## src/rtl/odl_pkg.sv

```systemverilog
package odl_pkg;

    // Index of each side in the per-side arrays
    typedef enum logic {
        SIDE_HOST = 1'b0,
        SIDE_CARD = 1'b1
    } side_e;

    // Transfer phases
    typedef enum logic [2:0] {
        PH_IDLE   = 3'd0,
        PH_WAIT   = 3'd1,
        PH_HOLD   = 3'd2,
        PH_BOOST  = 3'd3,
        PH_SETTLE = 3'd4
    } phase_e;

    // Drive enables for one side
    typedef struct packed {
        logic pd;
        logic pu;
    } drive_t;

    // Clock cycles covering a time span, rounded up, never below one
    function automatic int unsigned ns_to_cycles(input int unsigned clk_mhz,
                                                 input int unsigned span_ns);
        int unsigned c;
        c = (clk_mhz * span_ns + 999) / 1000;
        return (c == 0) ? 1 : c;
    endfunction

    function automatic side_e opposite(input side_e s);
        return (s == SIDE_HOST) ? SIDE_CARD : SIDE_HOST;
    endfunction

endpackage

```

## src/rtl/odl_sync.sv

```systemverilog
module odl_sync #(
    parameter int unsigned STAGES = 2
) (
    input  logic clk,
    input  logic rst,
    input  logic line_i,
    output logic lvl_o,
    output logic fall_o
);

    logic [STAGES-1:0] chain_q;
    logic              prev_q;

    // Stages reset to the released (high) level
    for (genvar i = 0; i < STAGES; i++) begin : g_stage
        if (i == 0) begin : g_first
            always_ff @(posedge clk) begin
                if (rst) chain_q[0] <= 1'b1;
                else     chain_q[0] <= line_i;
            end
        end else begin : g_next
            always_ff @(posedge clk) begin
                if (rst) chain_q[i] <= 1'b1;
                else     chain_q[i] <= chain_q[i-1];
            end
        end
    end

    assign lvl_o = chain_q[STAGES-1];

    always_ff @(posedge clk) begin
        if (rst) prev_q <= 1'b1;
        else     prev_q <= lvl_o;
    end

    assign fall_o = prev_q & ~lvl_o;

endmodule

```

## src/rtl/odl_delay_timer.sv

```systemverilog
module odl_delay_timer #(
    parameter int unsigned CYCLES = 40
) (
    input  logic clk,
    input  logic rst,
    input  logic load_i,
    input  logic tick_i,
    output logic expired_o
);

    localparam int unsigned CW = $clog2(CYCLES + 1);

    logic [CW-1:0] cnt_q;

    always_ff @(posedge clk) begin
        if (rst)                         cnt_q <= '0;
        else if (load_i)                 cnt_q <= CW'(CYCLES);
        else if (tick_i && cnt_q != '0)  cnt_q <= cnt_q - 1'b1;
    end

    // High in the last cycle of a window that was loaded and then ticked
    assign expired_o = (cnt_q == CW'(1));

endmodule

```

## src/rtl/odl_ctrl.sv

```systemverilog
module odl_ctrl
    import odl_pkg::*;
(
    input  logic             clk,
    input  logic             rst,
    input  logic             link_en_i,
    input  logic [1:0]       lvl_i,
    input  logic [1:0]       fall_i,
    input  logic             expired_i,
    output logic             load_o,
    output logic             tick_o,
    output drive_t [1:0]     drv_o
);

    phase_e state_q, state_d;
    side_e  master_q, master_d;
    side_e  slave_side;
    logic   master_high;

    assign slave_side  = opposite(master_q);
    assign master_high = lvl_i[master_q];

    always_comb begin
        state_d  = state_q;
        master_d = master_q;
        load_o   = 1'b0;
        if (!link_en_i) begin
            state_d = PH_IDLE;
        end else begin
            unique case (state_q)
                PH_IDLE: begin
                    if (fall_i[SIDE_HOST]) begin
                        state_d  = PH_WAIT;
                        master_d = SIDE_HOST;
                        load_o   = 1'b1;
                    end else if (fall_i[SIDE_CARD]) begin
                        state_d  = PH_WAIT;
                        master_d = SIDE_CARD;
                        load_o   = 1'b1;
                    end
                end
                PH_WAIT: begin
                    if (master_high)     state_d = PH_IDLE;
                    else if (expired_i)  state_d = PH_HOLD;
                end
                PH_HOLD: begin
                    if (master_high) begin
                        state_d = PH_BOOST;
                        load_o  = 1'b1;
                    end
                end
                PH_BOOST: begin
                    if (expired_i) state_d = PH_SETTLE;
                end
                PH_SETTLE: begin
                    if (lvl_i[SIDE_HOST] && lvl_i[SIDE_CARD]) state_d = PH_IDLE;
                end
                default: state_d = PH_IDLE;
            endcase
        end
    end

    assign tick_o = (state_q == PH_WAIT) || (state_q == PH_BOOST);

    always_ff @(posedge clk) begin
        if (rst) begin
            state_q  <= PH_IDLE;
            master_q <= SIDE_HOST;
        end else begin
            state_q  <= state_d;
            master_q <= master_d;
        end
    end

    always_comb begin
        drv_o = '0;
        if (link_en_i) begin
            drv_o[slave_side].pd = (state_q == PH_HOLD);
            drv_o[slave_side].pu = (state_q == PH_BOOST);
        end else begin
            drv_o[SIDE_CARD].pd = 1'b1;
        end
    end

    logic host_pd_w, host_pu_w, card_pd_w, card_pu_w;
    assign host_pd_w = drv_o[SIDE_HOST].pd;
    assign host_pu_w = drv_o[SIDE_HOST].pu;
    assign card_pd_w = drv_o[SIDE_CARD].pd;
    assign card_pu_w = drv_o[SIDE_CARD].pu;


    no_drive_fight_chk: assert property (@(posedge clk) disable iff (rst)
        !(host_pd_w && host_pu_w) && !(card_pd_w && card_pu_w));


    disable_forces_idle_chk: assert property (@(posedge clk) disable iff (rst)
        !link_en_i |=> (state_q == PH_IDLE));


    card_pd_after_wait_chk: assert property (@(posedge clk) disable iff (rst)
        (link_en_i && $rose(card_pd_w)) |-> ($past(state_q) == PH_WAIT));


    host_pd_after_wait_chk: assert property (@(posedge clk) disable iff (rst)
        (link_en_i && $rose(host_pd_w)) |-> ($past(state_q) == PH_WAIT));


    card_boost_on_release_chk: assert property (@(posedge clk) disable iff (rst)
        (link_en_i && $past(link_en_i) && $fell(card_pd_w)) |-> card_pu_w);


    host_boost_on_release_chk: assert property (@(posedge clk) disable iff (rst)
        (link_en_i && $past(link_en_i) && $fell(host_pd_w)) |-> host_pu_w);

endmodule

```

## src/rtl/odl_repeater.sv

```systemverilog
module odl_repeater
    import odl_pkg::*;
#(
    parameter int unsigned CLK_MHZ      = 200,
    parameter int unsigned DELAY_NS     = 200,
    parameter int unsigned SYNC_STAGES  = 2,
    parameter int unsigned DELAY_CYCLES = ns_to_cycles(CLK_MHZ, DELAY_NS)
) (
    input  logic clk,
    input  logic rst,
    input  logic link_en,
    input  logic host_line_i,
    input  logic card_line_i,
    output logic host_pd_o,
    output logic host_pu_o,
    output logic card_pd_o,
    output logic card_pu_o
);

    localparam int unsigned NSIDES = 2;

    logic [NSIDES-1:0] raw;
    logic [NSIDES-1:0] lvl;
    logic [NSIDES-1:0] fall;
    drive_t [NSIDES-1:0] drv;
    logic load, tick, expired;

    assign raw[SIDE_HOST] = host_line_i;
    assign raw[SIDE_CARD] = card_line_i;

    for (genvar s = 0; s < NSIDES; s++) begin : g_side
        odl_sync #(.STAGES(SYNC_STAGES)) u_sync (
            .clk    (clk),
            .rst    (rst),
            .line_i (raw[s]),
            .lvl_o  (lvl[s]),
            .fall_o (fall[s])
        );
    end

    odl_delay_timer #(.CYCLES(DELAY_CYCLES)) u_timer (
        .clk       (clk),
        .rst       (rst),
        .load_i    (load),
        .tick_i    (tick),
        .expired_o (expired)
    );

    odl_ctrl u_ctrl (
        .clk       (clk),
        .rst       (rst),
        .link_en_i (link_en),
        .lvl_i     (lvl),
        .fall_i    (fall),
        .expired_i (expired),
        .load_o    (load),
        .tick_o    (tick),
        .drv_o     (drv)
    );

    assign host_pd_o = drv[SIDE_HOST].pd;
    assign host_pu_o = drv[SIDE_HOST].pu;
    assign card_pd_o = drv[SIDE_CARD].pd;
    assign card_pu_o = drv[SIDE_CARD].pu;


    one_slave_side_chk: assert property (@(posedge clk) disable iff (rst)
        link_en |-> !((host_pd_o || host_pu_o) && (card_pd_o || card_pu_o)));

endmodule

```

## config.mk

```make
export PLATFORM = sky130hd
export DESIGN_NAME = odl_repeater
export DESIGN_NICKNAME = d
export VERILOG_FILES = /design/src/rtl/odl_pkg.sv /design/src/rtl/odl_sync.sv /design/src/rtl/odl_delay_timer.sv /design/src/rtl/odl_ctrl.sv /design/src/rtl/odl_repeater.sv
export SDC_FILE = /design/constraint.sdc
export NUM_CORES = 1
export LEC_CHECK = 0
export BUFFER_PORTS_ARGS = -buffer_cell sky130_fd_sc_hd__buf_2
export CAP_MARGIN = 20
export CORE_ASPECT_RATIO = 0.9
export CORE_UTILIZATION = 55
export CTS_BUF_LIST = sky130_fd_sc_hd__clkbuf_4
export DETAILED_ROUTE_END_ITERATION = 16
export PLACE_DENSITY = 0.86
export SETUP_SLACK_MARGIN = 0.02
export SYNTH_ARGS = -nofsm -noshare
export SYNTH_HDL_FRONTEND = slang
export SYNTH_SLANG_ARGS = --single-unit
```

## constraint.sdc

```tcl
create_clock -name clk -period 1.8 [get_ports clk]
set_input_delay 0.27 -clock clk [delete_from_list [all_inputs] [get_ports clk]]
set_output_delay 0.27 -clock clk [all_outputs]
set_load 0.01 [all_outputs]
```

==> results.py, run 1 <==
metrics = {
    "finish": {
        "finalNonFillerCells": 116,
        "diodes": 0,
        "syn2layout_area_growth_pct": 7.35,
        "drive_above_1_share_pct": 24.8,
        "finalInstanceArea_um2": 913,
        "nets": 110,
    },
    "routing": {
        "postRouteAntennaNets": 0,
        "vias": 687,
        "vias_per_cell": 5.92,
        "drt_pass1_iterations": 4,
        "wire_per_inst_um": 13.3,
        "route.detailed.drc": 0,
        "drt_iter0_markers": 11,
        "wl_mm": 1.54,
    },
    "timing": {
        "maxSlewHeadroom_pct": 64.5,
        "fin_skew_ps": 5.72,
        "post-route-period-util_pct": 93.8,
        "fmax_mhz": 592,
        "slew_violations": 0,
        "finalSetupTns_ps": 0,
        "hold_viol": 0,
        "rsz0062_at_grt": "false",
        "finalSetupViolCount": 0,
        "tightestPinTransition_ps": 532,
        "hold_ws_ps": 152,
        "fin_crit_ps": 1690,
    },
    "cts": {
        "clk_latency_ps": 290,
        "postCtsHoldBufs": 0,
        "cts_inserted_buffers": 3,
        "cts.sinks": 16,
        "cts_max_level": 1,
        "cts_root_buf": "clkbuf_4",
        "cts_tree": "done",
        "clk_pin_slew_ps": 100,
        "cts_buffer_depth": 2,
    },
    "global_route": {
        "grt_max_degree": 16,
        "first_global_vias": 570,
        "grt-ovfl-total": 0,
        "antenna_found_initial": 0,
        "grt_use_total_pct": 21.7,
        "grt_pass1_wl_mm": 2.57,
    },
    "synthesis": {
        "synth_area_leaders": "dfxtp_1 (38%), a21oi_1 (5.3%), ha_1 (4.4%), or2_2 (4.4%), nor3_1 (4.1%)",
        "yosys_warnings": 0,
        "yosysTopAreaCell": "dfxtp_1",
        "postSynth.asyncResetShare_pct": 0,
        "avgSynthCellArea_um2": 9.15,
        "synthCells": 93,
        "synth_common_cells": "dfxtp_1 (16), a21oi_1 (9), nor2_1 (8), nor3_1 (7), or2_2 (6)",
        "ys_seq_elements": 16,
        "synthDistinctLibCells": 34,
        "synth_nets": 101,
        "yosysMostFrequentCell": "dfxtp_1",
        "synth_edf_count": 0,
        "syn_area_um2": 851,
        "ys_seq_area_share_pct": 37.6,
        "yosysTopAreaCellShare_pct": 37.6,
        "synth_flop_cell": "dfxtp_1",
    },
    "outcome": {
        "status": "finished clean",
    },
    "critical_path": {
        "r2r_end": "u_timer.cnt_q[3]",
        "arrival_ps": 1420,
        "cp_top_family": "flip-flops",
        "endpoint_kind": "primary output",
        "path_cells": "nand2b_1 -> nor3_1 -> buf_2",
        "path_buf_inv": 1,
        "r2r.worst_path.cells": 4,
        "cpPeakStageDelay_ps": 610,
        "cpMaxStageDelayCell": "dfxtp_1",
        "r2r_start": "u_ctrl.state_q[0]",
        "critical_path_required_ps": 1530,
        "start_kind": "flip-flop",
        "crit_fanout": 13,
        "rrSetupSlack_ps": 290,
        "worst-setup-path-type": "flip-flop to primary output",
    },
    "floorplan": {
        "chipHeight_um": 39.3,
        "io-pin-count": 9,
        "dieArea_um2": 1710,
        "start_util_pct": 58.8,
        "row_count": 13,
        "die_x_um": 43.5,
        "core_um2": 1450,
    },
    "pwr": {
        "vdd_drop_max_mv": 0.464,
        "power.leakage_nw": 0.349,
        "powerDensity_nw_per_um2": 725,
    },
    "min_path": {
        "hold_path_class": "input port to flip-flop",
        "worstHoldEndpoint": "g_side[0].u_sync.chain_q[0]",
        "worstHoldPathCells": 2,
        "worstHoldStart": "host_line_i",
    },
    "run": {
        "maxCapViolCount": 0,
    },
    "place": {
        "gp_congestion": 0.897,
        "dpl_cell_area_um2": 886,
        "dpl.cell_count": 112,
        "dpl.hpwl_mm": 1.14,
        "port_buffers": 8,
    },
}
layout make-up:
class | instances | area (µm²)
fillers | 125 | 534
well taps | 15 | 18.8
clock buffers | 3 | 22.5
flip-flops and latches | 16 | 322
inverters | 4 | 15.0
clock inverters | 1 | 3.75
multi-input cells | 69 | 492
repair buffers | 8 | 40.0
worst max-delay path by stage:
stage | startpoint | endpoint | slack [ps] | depth (start not counted)
finish | u_ctrl.state_q[0] | card_pu_o | 110 | 3
global route | u_ctrl.state_q[0] | card_pu_o | 30 | 3
CTS | u_ctrl.state_q[1] | card_pd_o | 30 | 3
detailed placement | u_ctrl.state_q[0] | u_timer.cnt_q[3] | 330 | 4
global placement | u_ctrl.state_q[1] | card_pd_o | 410 | 3
floorplan | u_ctrl.state_q[1] | card_pd_o | 440 | 3
layout by cell type, fill, tap and decap left out, types with 3 or more instances in the layout:
| master | instances |
|---|---|
| a211oi_1 | 3 |
| a21oi_1 | 9 |
| buf_2 | 8 |
| clkbuf_4 | 3 |
| dfxtp_1 | 15 |
| ha_1 | 3 |
| inv_1 | 4 |
| mux2i_1 | 3 |
| nand2_1 | 3 |
| nor2_1 | 8 |
| nor2b_1 | 3 |
| nor3_1 | 7 |
| or2_2 | 6 |
sequential cells by signal, indices dropped and copies added, names as in the netlist:
signal,count
u_timer.cnt_q,6
u_ctrl.state_q,3
g_side.u_sync.chain_q,2
g_side.u_sync.lvl_o,2
g_side.u_sync.prev_q,2
u_ctrl.master_q,1
power by group:
part | internal (W) | total (W) | leakage [nW] | switching, W
clock | 0.0000808 | 0.000202 | 0.0154 | 0.000121
sequential | 0.000366 | 0.000382 | 0.131 | 0.0000157
combinational | 0.0000391 | 0.0000787 | 0.203 | 0.0000396
through the flow:
stage               utilization, %  setup slack, ps  power, W
floorplan                        -              436  0.000450
global placement              61.2              406  0.000466
detailed placement            61.2              334  0.000469
CTS                           63.0             28.3  0.000667
global route                  63.1             27.6  0.000694
finish                        63.1              111  0.000662
metal layers:
| metal | global-route usage, % | vias to the layer above | routed length (µm) |
|---|---|---|---|
| li1 | - | 351 | - |
| met1 | 27.7 | 308 | 708 |
| met2 | 31.8 | 23 | 722 |
| met3 | 7.83 | 5 | 75 |
| met4 | 11.7 | 0 | 31 |
| met5 | 0 | - | 0 |
worst register-to-register path, stage by stage, from the launching register on:
cell and delay, ps:
dfxtp_1 610, nor4b_2 340, and2b_2 210, mux2i_1 170, a21oi_1 80
cells by family (layout without fill, tap and decap cells):
group           after synthesis  count (layout)  share of synthesized area [%]
xor+xnor                      1               1                           1.03
buf+inv                       8              16                           4.56
fa+ha+maj                     3               3                           4.41
flops                        16              16                           37.6
simple gates                 40              40                           30.9
mux                           4               4                           5.29
compound gates               21              21                           16.2
what timing repair did:
item,4_1_cts,5_1_grt
setup endpoints to repair,0,1
setup buffers,0,0
gates resized for setup,0,1
No activity file was read; power rests on OpenSTA's default activity.
==> run 2: changes to the inputs <==
--- a/config.mk
+++ b/config.mk
@@ -5,14 +5,16 @@
 export SDC_FILE = /design/constraint.sdc
 export NUM_CORES = 1
 export LEC_CHECK = 0
+export ABC_CLOCK_PERIOD_IN_PS = 1800
 export BUFFER_PORTS_ARGS = -buffer_cell sky130_fd_sc_hd__buf_2
 export CAP_MARGIN = 20
 export CORE_ASPECT_RATIO = 0.9
 export CORE_UTILIZATION = 55
 export CTS_BUF_LIST = sky130_fd_sc_hd__clkbuf_4
+export CTS_CLUSTER_SIZE = 16
 export DETAILED_ROUTE_END_ITERATION = 16
 export PLACE_DENSITY = 0.86
-export SETUP_SLACK_MARGIN = 0.02
+export SETUP_SLACK_MARGIN = 0.15
 export SYNTH_ARGS = -nofsm -noshare
 export SYNTH_HDL_FRONTEND = slang
 export SYNTH_SLANG_ARGS = --single-unit
==> results.py, run 2 (synthesized netlist as in run 1, its figures left out) <==
metrics = {
    "cts": {
        "cts_root_buf": "clkbuf_4",
        "cts_tree": "done",
        "clk_latency_ps": 300,
        "post_cts_buffers": 0,
        "clk_pin_slew_ps": 100,
        "cts_buffer_depth": 2,
        "cts.sinks": 16,
        "postCtsHoldBufs": 0,
        "cts_max_level": 1,
        "cts_inserted_buffers": 3,
    },
    "finish": {
        "nets": 110,
        "finalNonFillerCells": 116,
        "regMostFlops": "u_timer.cnt_q",
        "diodes": 0,
        "n_fill_cell": 125,
        "most-common-layout-cells": "dfxtp_1 (13), a21oi_1 (9), nor2_1 (8), buf_2 (8), nor3_1 (7)",
        "syn2layout_area_growth_pct": 7.94,
        "reg.largest.list": "u_timer.cnt_q (6), u_ctrl.state_q (3)",
        "drive_above_1_share_pct": 26.7,
        "regArea_um2": 327,
        "largest_register_ffs": 6,
        "final_common_cell": "dfxtp_1",
        "multi_input_area_um2": 492,
    },
    "pwr": {
        "power_switching_share_pct": 26.8,
        "total_power_w": 0.000662,
        "p_sw_w": 0.000177,
        "vdd_drop_max_mv": 0.465,
        "power.leakage_nw": 0.351,
        "clkPwrFrac_pct": 30.6,
        "powerDensity_nw_per_um2": 721,
        "pwr-share-comb_pct": 11.9,
        "internal_power_w": 0.000485,
        "seqPwrFrac_pct": 57.5,
    },
    "place": {
        "dpl.hpwl_mm": 1.14,
        "port_buffers": 8,
        "gp_congestion": 0.897,
        "dpl.cell_count": 112,
    },
    "routing": {
        "drt_iter0_markers": 12,
        "wire_per_inst_um": 13.5,
        "vias": 693,
        "vias_per_cell": 5.97,
        "drt_pass1_iterations": 4,
        "wl_mm": 1.57,
        "postRouteAntennaNets": 0,
        "route.detailed.drc": 0,
    },
    "outcome": {
        "status": "finished clean",
    },
    "global_route": {
        "grt-ovfl-total": 0,
        "grt_use_total_pct": 21.7,
        "first_global_vias": 570,
        "grt_max_degree": 16,
        "antenna_found_initial": 0,
        "grt_pass1_wl_mm": 2.57,
    },
    "timing": {
        "post-route-period-util_pct": 88.3,
        "maxSlewHeadroom_pct": 74.3,
        "hold_viol": 0,
        "tightestPinTransition_ps": 383,
        "fmax_mhz": 629,
        "finalSetupTns_ps": 0,
        "fin_crit_ps": 1590,
        "finalSetupViolCount": 0,
        "rsz0062_at_grt": "false",
        "slew_violations": 0,
        "fin_skew_ps": 6.54,
    },
    "critical_path": {
        "crit_path_start": "u_ctrl.state_q[1]",
        "critical_path_required_ps": 1530,
        "crit_fanout": 10,
        "endpoint_kind": "primary output",
        "start_kind": "flip-flop",
        "worst-setup-path-type": "flip-flop to primary output",
        "rrSetupSlack_ps": 390,
        "r2r_start": "u_ctrl.master_q",
        "arrival_ps": 1320,
    },
    "floorplan": {
        "core_um2": 1450,
        "die_x_um": 43.5,
        "dieArea_um2": 1710,
        "row_count": 13,
        "start_util_pct": 58.8,
        "chipHeight_um": 39.3,
        "io-pin-count": 9,
    },
    "min_path": {
        "hold_path_class": "input port to flip-flop",
        "worstHoldStart": "host_line_i",
    },
    "run": {
        "maxCapViolCount": 0,
    },
}
## run 2: cell count changes in the layout (fill, tap and decap cells not counted)
cell     before  now
dfxtp_1      15   13
dfxtp_2       1    2
dfxtp_4       0    1
## run 2: layout make-up
| class | instances | share of cell area (%) |
|---|---|---|
| multi-input combinational | 69 | 53.5 |
| sequential | 16 | 35.6 |
| timing repair buffer | 8 | 4.36 |
| clock buffer | 3 | 2.45 |
| tap | 15 | 2.04 |
| inverter | 4 | 1.63 |
| clock inverter | 1 | 0.409 |
## run 2: metal layers
layer	vias to the layer above	GRT usage [%]	wire (µm)
li1	351	-	-
met1	319	27.7	706
met2	18	31.8	758
met3	5	7.83	74
met4	0	11.7	31
met5	-	0	0
## run 2: worst max-delay path, cell delays in order (launching register included)
cell and delay (ps):
dfxtp_4 420, inv_1 90, o41ai_1 320, buf_2 180
## run 2: timing repair
action | 4_1_cts | 5_1_grt
pin swaps | 0 | 0
endpoints found under the hold margin | 0 | 0
gates resized for setup | 3 | 1
setup endpoints to repair | 3 | 1
## run 2: stage by stage
step	area [µm²]	util, %	hold slack, ps	setup WS (ps)
6_report	918	63.4	152	210
5_1_grt	918	63.4	136	168
4_1_cts	916	63.3	146	167
3_5_place_dp	886	61.2	394	334
3_3_place_gp	886	61.2	391	406
2_1_floorplan	851	-	374	436
## run 2: power groups by stage
stage               Clock [W]  Sequential (W)  Combinational (W)
global placement            0        0.000389          0.0000765
finish               0.000203        0.000381          0.0000789
detailed placement          0        0.000390          0.0000784
CTS                  0.000206        0.000382          0.0000792
floorplan                   0        0.000385          0.0000650
global route         0.000220        0.000384          0.0000890
## run 2: path summary, 6_finish.rpt
| kind | end | cells past startpoint |
|---|---|---|
| setup / recovery | card_pd_o | 3 |
| hold / removal | g_side[0].u_sync.chain_q[0] | 2 |
| setup reg to reg | u_ctrl.state_q[0] | 3 |
| hold reg to reg | g_side[1].u_sync.lvl_o | 1 |
==> run 3: changes to the inputs <==
--- a/config.mk
+++ b/config.mk
@@ -13,7 +13,7 @@
 export CTS_BUF_LIST = sky130_fd_sc_hd__clkbuf_4
 export CTS_CLUSTER_SIZE = 16
 export DETAILED_ROUTE_END_ITERATION = 16
-export PLACE_DENSITY = 0.86
+export PLACE_DENSITY_LB_ADDON = 0.1
 export SETUP_SLACK_MARGIN = 0.15
 export SYNTH_ARGS = -nofsm -noshare
 export SYNTH_HDL_FRONTEND = slang
==> results.py, run 3 (synthesized netlist as in run 1, its figures left out) <==
metrics = {
    "place": {
        "gp_congestion": 0.868,
        "dpl.hpwl_mm": 1.16,
        "port_buffers": 8,
    },
    "outcome": {
        "status": "complete, but fails checks",
        "violations": "DRC",
    },
    "timing": {
        "tightestPinTransition_ps": 417,
        "hold_ws_ps": 156,
        "slew_violations": 0,
        "maxSlewHeadroom_pct": 72.0,
        "post-route-period-util_pct": 87.6,
        "fmax_mhz": 634,
        "hold_viol": 0,
        "fin_skew_ps": 7.90,
        "finalSetupTns_ps": 0,
        "rsz0062_at_grt": "false",
        "fin_crit_ps": 1580,
        "finalSetupViolCount": 0,
    },
    "cts": {
        "clk_latency_ps": 290,
        "cts.sinks": 16,
        "cts_inserted_buffers": 3,
        "cts_max_level": 1,
        "cts_tree": "done",
        "postCtsHoldBufs": 0,
        "cts_root_buf": "clkbuf_4",
        "post_cts_buffers": 0,
        "cts.repair.resized": 3,
        "cts_buffer_depth": 2,
        "clk_pin_slew_ps": 100,
    },
    "pwr": {
        "seqPwrFrac_pct": 57.9,
        "clkPwrFrac_pct": 29.9,
        "powerDensity_nw_per_um2": 717,
        "pwr-share-comb_pct": 12.2,
        "power_switching_share_pct": 26.3,
        "power.leakage_nw": 0.351,
        "p_sw_w": 0.000173,
        "vdd_drop_max_mv": 0.623,
        "internal_power_w": 0.000485,
    },
    "floorplan": {
        "die_x_um": 43.5,
        "row_count": 13,
        "chipHeight_um": 39.3,
        "dieArea_um2": 1710,
        "io-pin-count": 9,
        "start_util_pct": 58.8,
        "core_um2": 1450,
    },
    "critical_path": {
        "start_kind": "flip-flop",
        "r2r_end": "u_timer.cnt_q[1]",
        "arrival_ps": 1310,
        "r2r_start": "u_timer.cnt_q[0]",
        "endpoint_kind": "primary output",
        "crit_fanout": 10,
        "worst-setup-path-type": "flip-flop to primary output",
        "critical_path_required_ps": 1530,
        "rrSetupSlack_ps": 380,
        "r2r.worst_path.cells": 5,
    },
    "routing": {
        "drt_iter0_markers": 16,
        "wire_per_inst_um": 13.9,
        "wl_mm": 1.61,
        "route.detailed.drc": 2,
        "vias_per_cell": 6.06,
        "drt_pass1_iterations": 10,
        "postRouteAntennaNets": 0,
        "vias": 703,
    },
    "finish": {
        "regMostFlops": "u_timer.cnt_q",
        "syn2layout_area_growth_pct": 7.94,
        "reg.largest.list": "u_timer.cnt_q (6), u_ctrl.state_q (3)",
        "nets": 110,
        "final_common_cell": "dfxtp_1",
        "drive_above_1_share_pct": 26.7,
        "diodes": 0,
        "most-common-layout-cells": "dfxtp_1 (13), a21oi_1 (9), nor2_1 (8), buf_2 (8), nor3_1 (7)",
        "n_fill_cell": 134,
        "largest_register_ffs": 6,
    },
    "global_route": {
        "grt_pass1_wl_mm": 2.53,
        "grt-ovfl-total": 0,
        "first_global_vias": 571,
        "antenna_found_initial": 0,
        "grt_use_total_pct": 21.4,
        "grt_max_degree": 16,
    },
    "min_path": {
        "worstHoldStart": "card_line_i",
        "worstHoldPathCells": 2,
        "worstHoldEndpoint": "g_side[1].u_sync.chain_q[0]",
        "hold_path_class": "input port to flip-flop",
    },
    "run": {
        "maxCapViolCount": 0,
    },
}
run 3: cell counts in the layout (fill, tap and decap cells not counted):
No cell type changed its count.
run 3: worst max-delay path: stages, from the launching register on:
cell     delay, ps
dfxtp_4        420
inv_1           90
o41ai_1        320
buf_2          180
run 3: power groups by stage:
stage | Combinational, W | Sequential (W) | Clock [W]
finish | 0.0000804 | 0.000381 | 0.000197
global route | 0.0000884 | 0.000383 | 0.000218
CTS | 0.0000804 | 0.000382 | 0.000207
detailed placement | 0.0000796 | 0.000391 | 0
global placement | 0.0000777 | 0.000390 | 0
floorplan | 0.0000650 | 0.000385 | 0
run 3: layout make-up:
cell class	count	area, µm²	share of cell area [%]
Multi-Input combinational cell	69	492	53.5
Inverter	4	15.0	1.63
Timing Repair Buffer	8	40.0	4.36
Clock inverter	1	3.75	0.409
Tap cell	15	18.8	2.04
Sequential cell	16	327	35.6
Clock buffer	3	22.5	2.45
run 3: per-layer routing:
layer  global-route usage, %  vias to the layer above  routed length (µm)
met5                       0                        -                   0
met4                    4.69                        0                  11
met3                    8.29                        3                  72
met2                    35.2                       18                 765
met1                    26.7                      331                 760
li1                        -                      351                   -
run 3: how the worst max path moves through the flow:
stage / startpoint / endpoint
after floorplan: u_ctrl.state_q[1] / card_pd_o
after detailed placement: u_ctrl.state_q[0] / u_timer.cnt_q[3]
after global placement: u_ctrl.state_q[1] / card_pd_o
after global routing: u_ctrl.state_q[1] / card_pd_o
after CTS: u_ctrl.state_q[1] / card_pd_o
final: u_ctrl.state_q[1] / card_pd_o
run 3: stage by stage:
stage	instances	power (W)	setup WS, ps	area [µm²]	utilization (%)
after floorplan	93	0.000450	436	851	-
after CTS	116	0.000670	162	916	63.3
final	116	0.000658	223	918	63.4
after global routing	116	0.000690	174	918	63.4
after detailed placement	112	0.000470	361	886	61.2
after global placement	112	0.000467	388	886	61.2
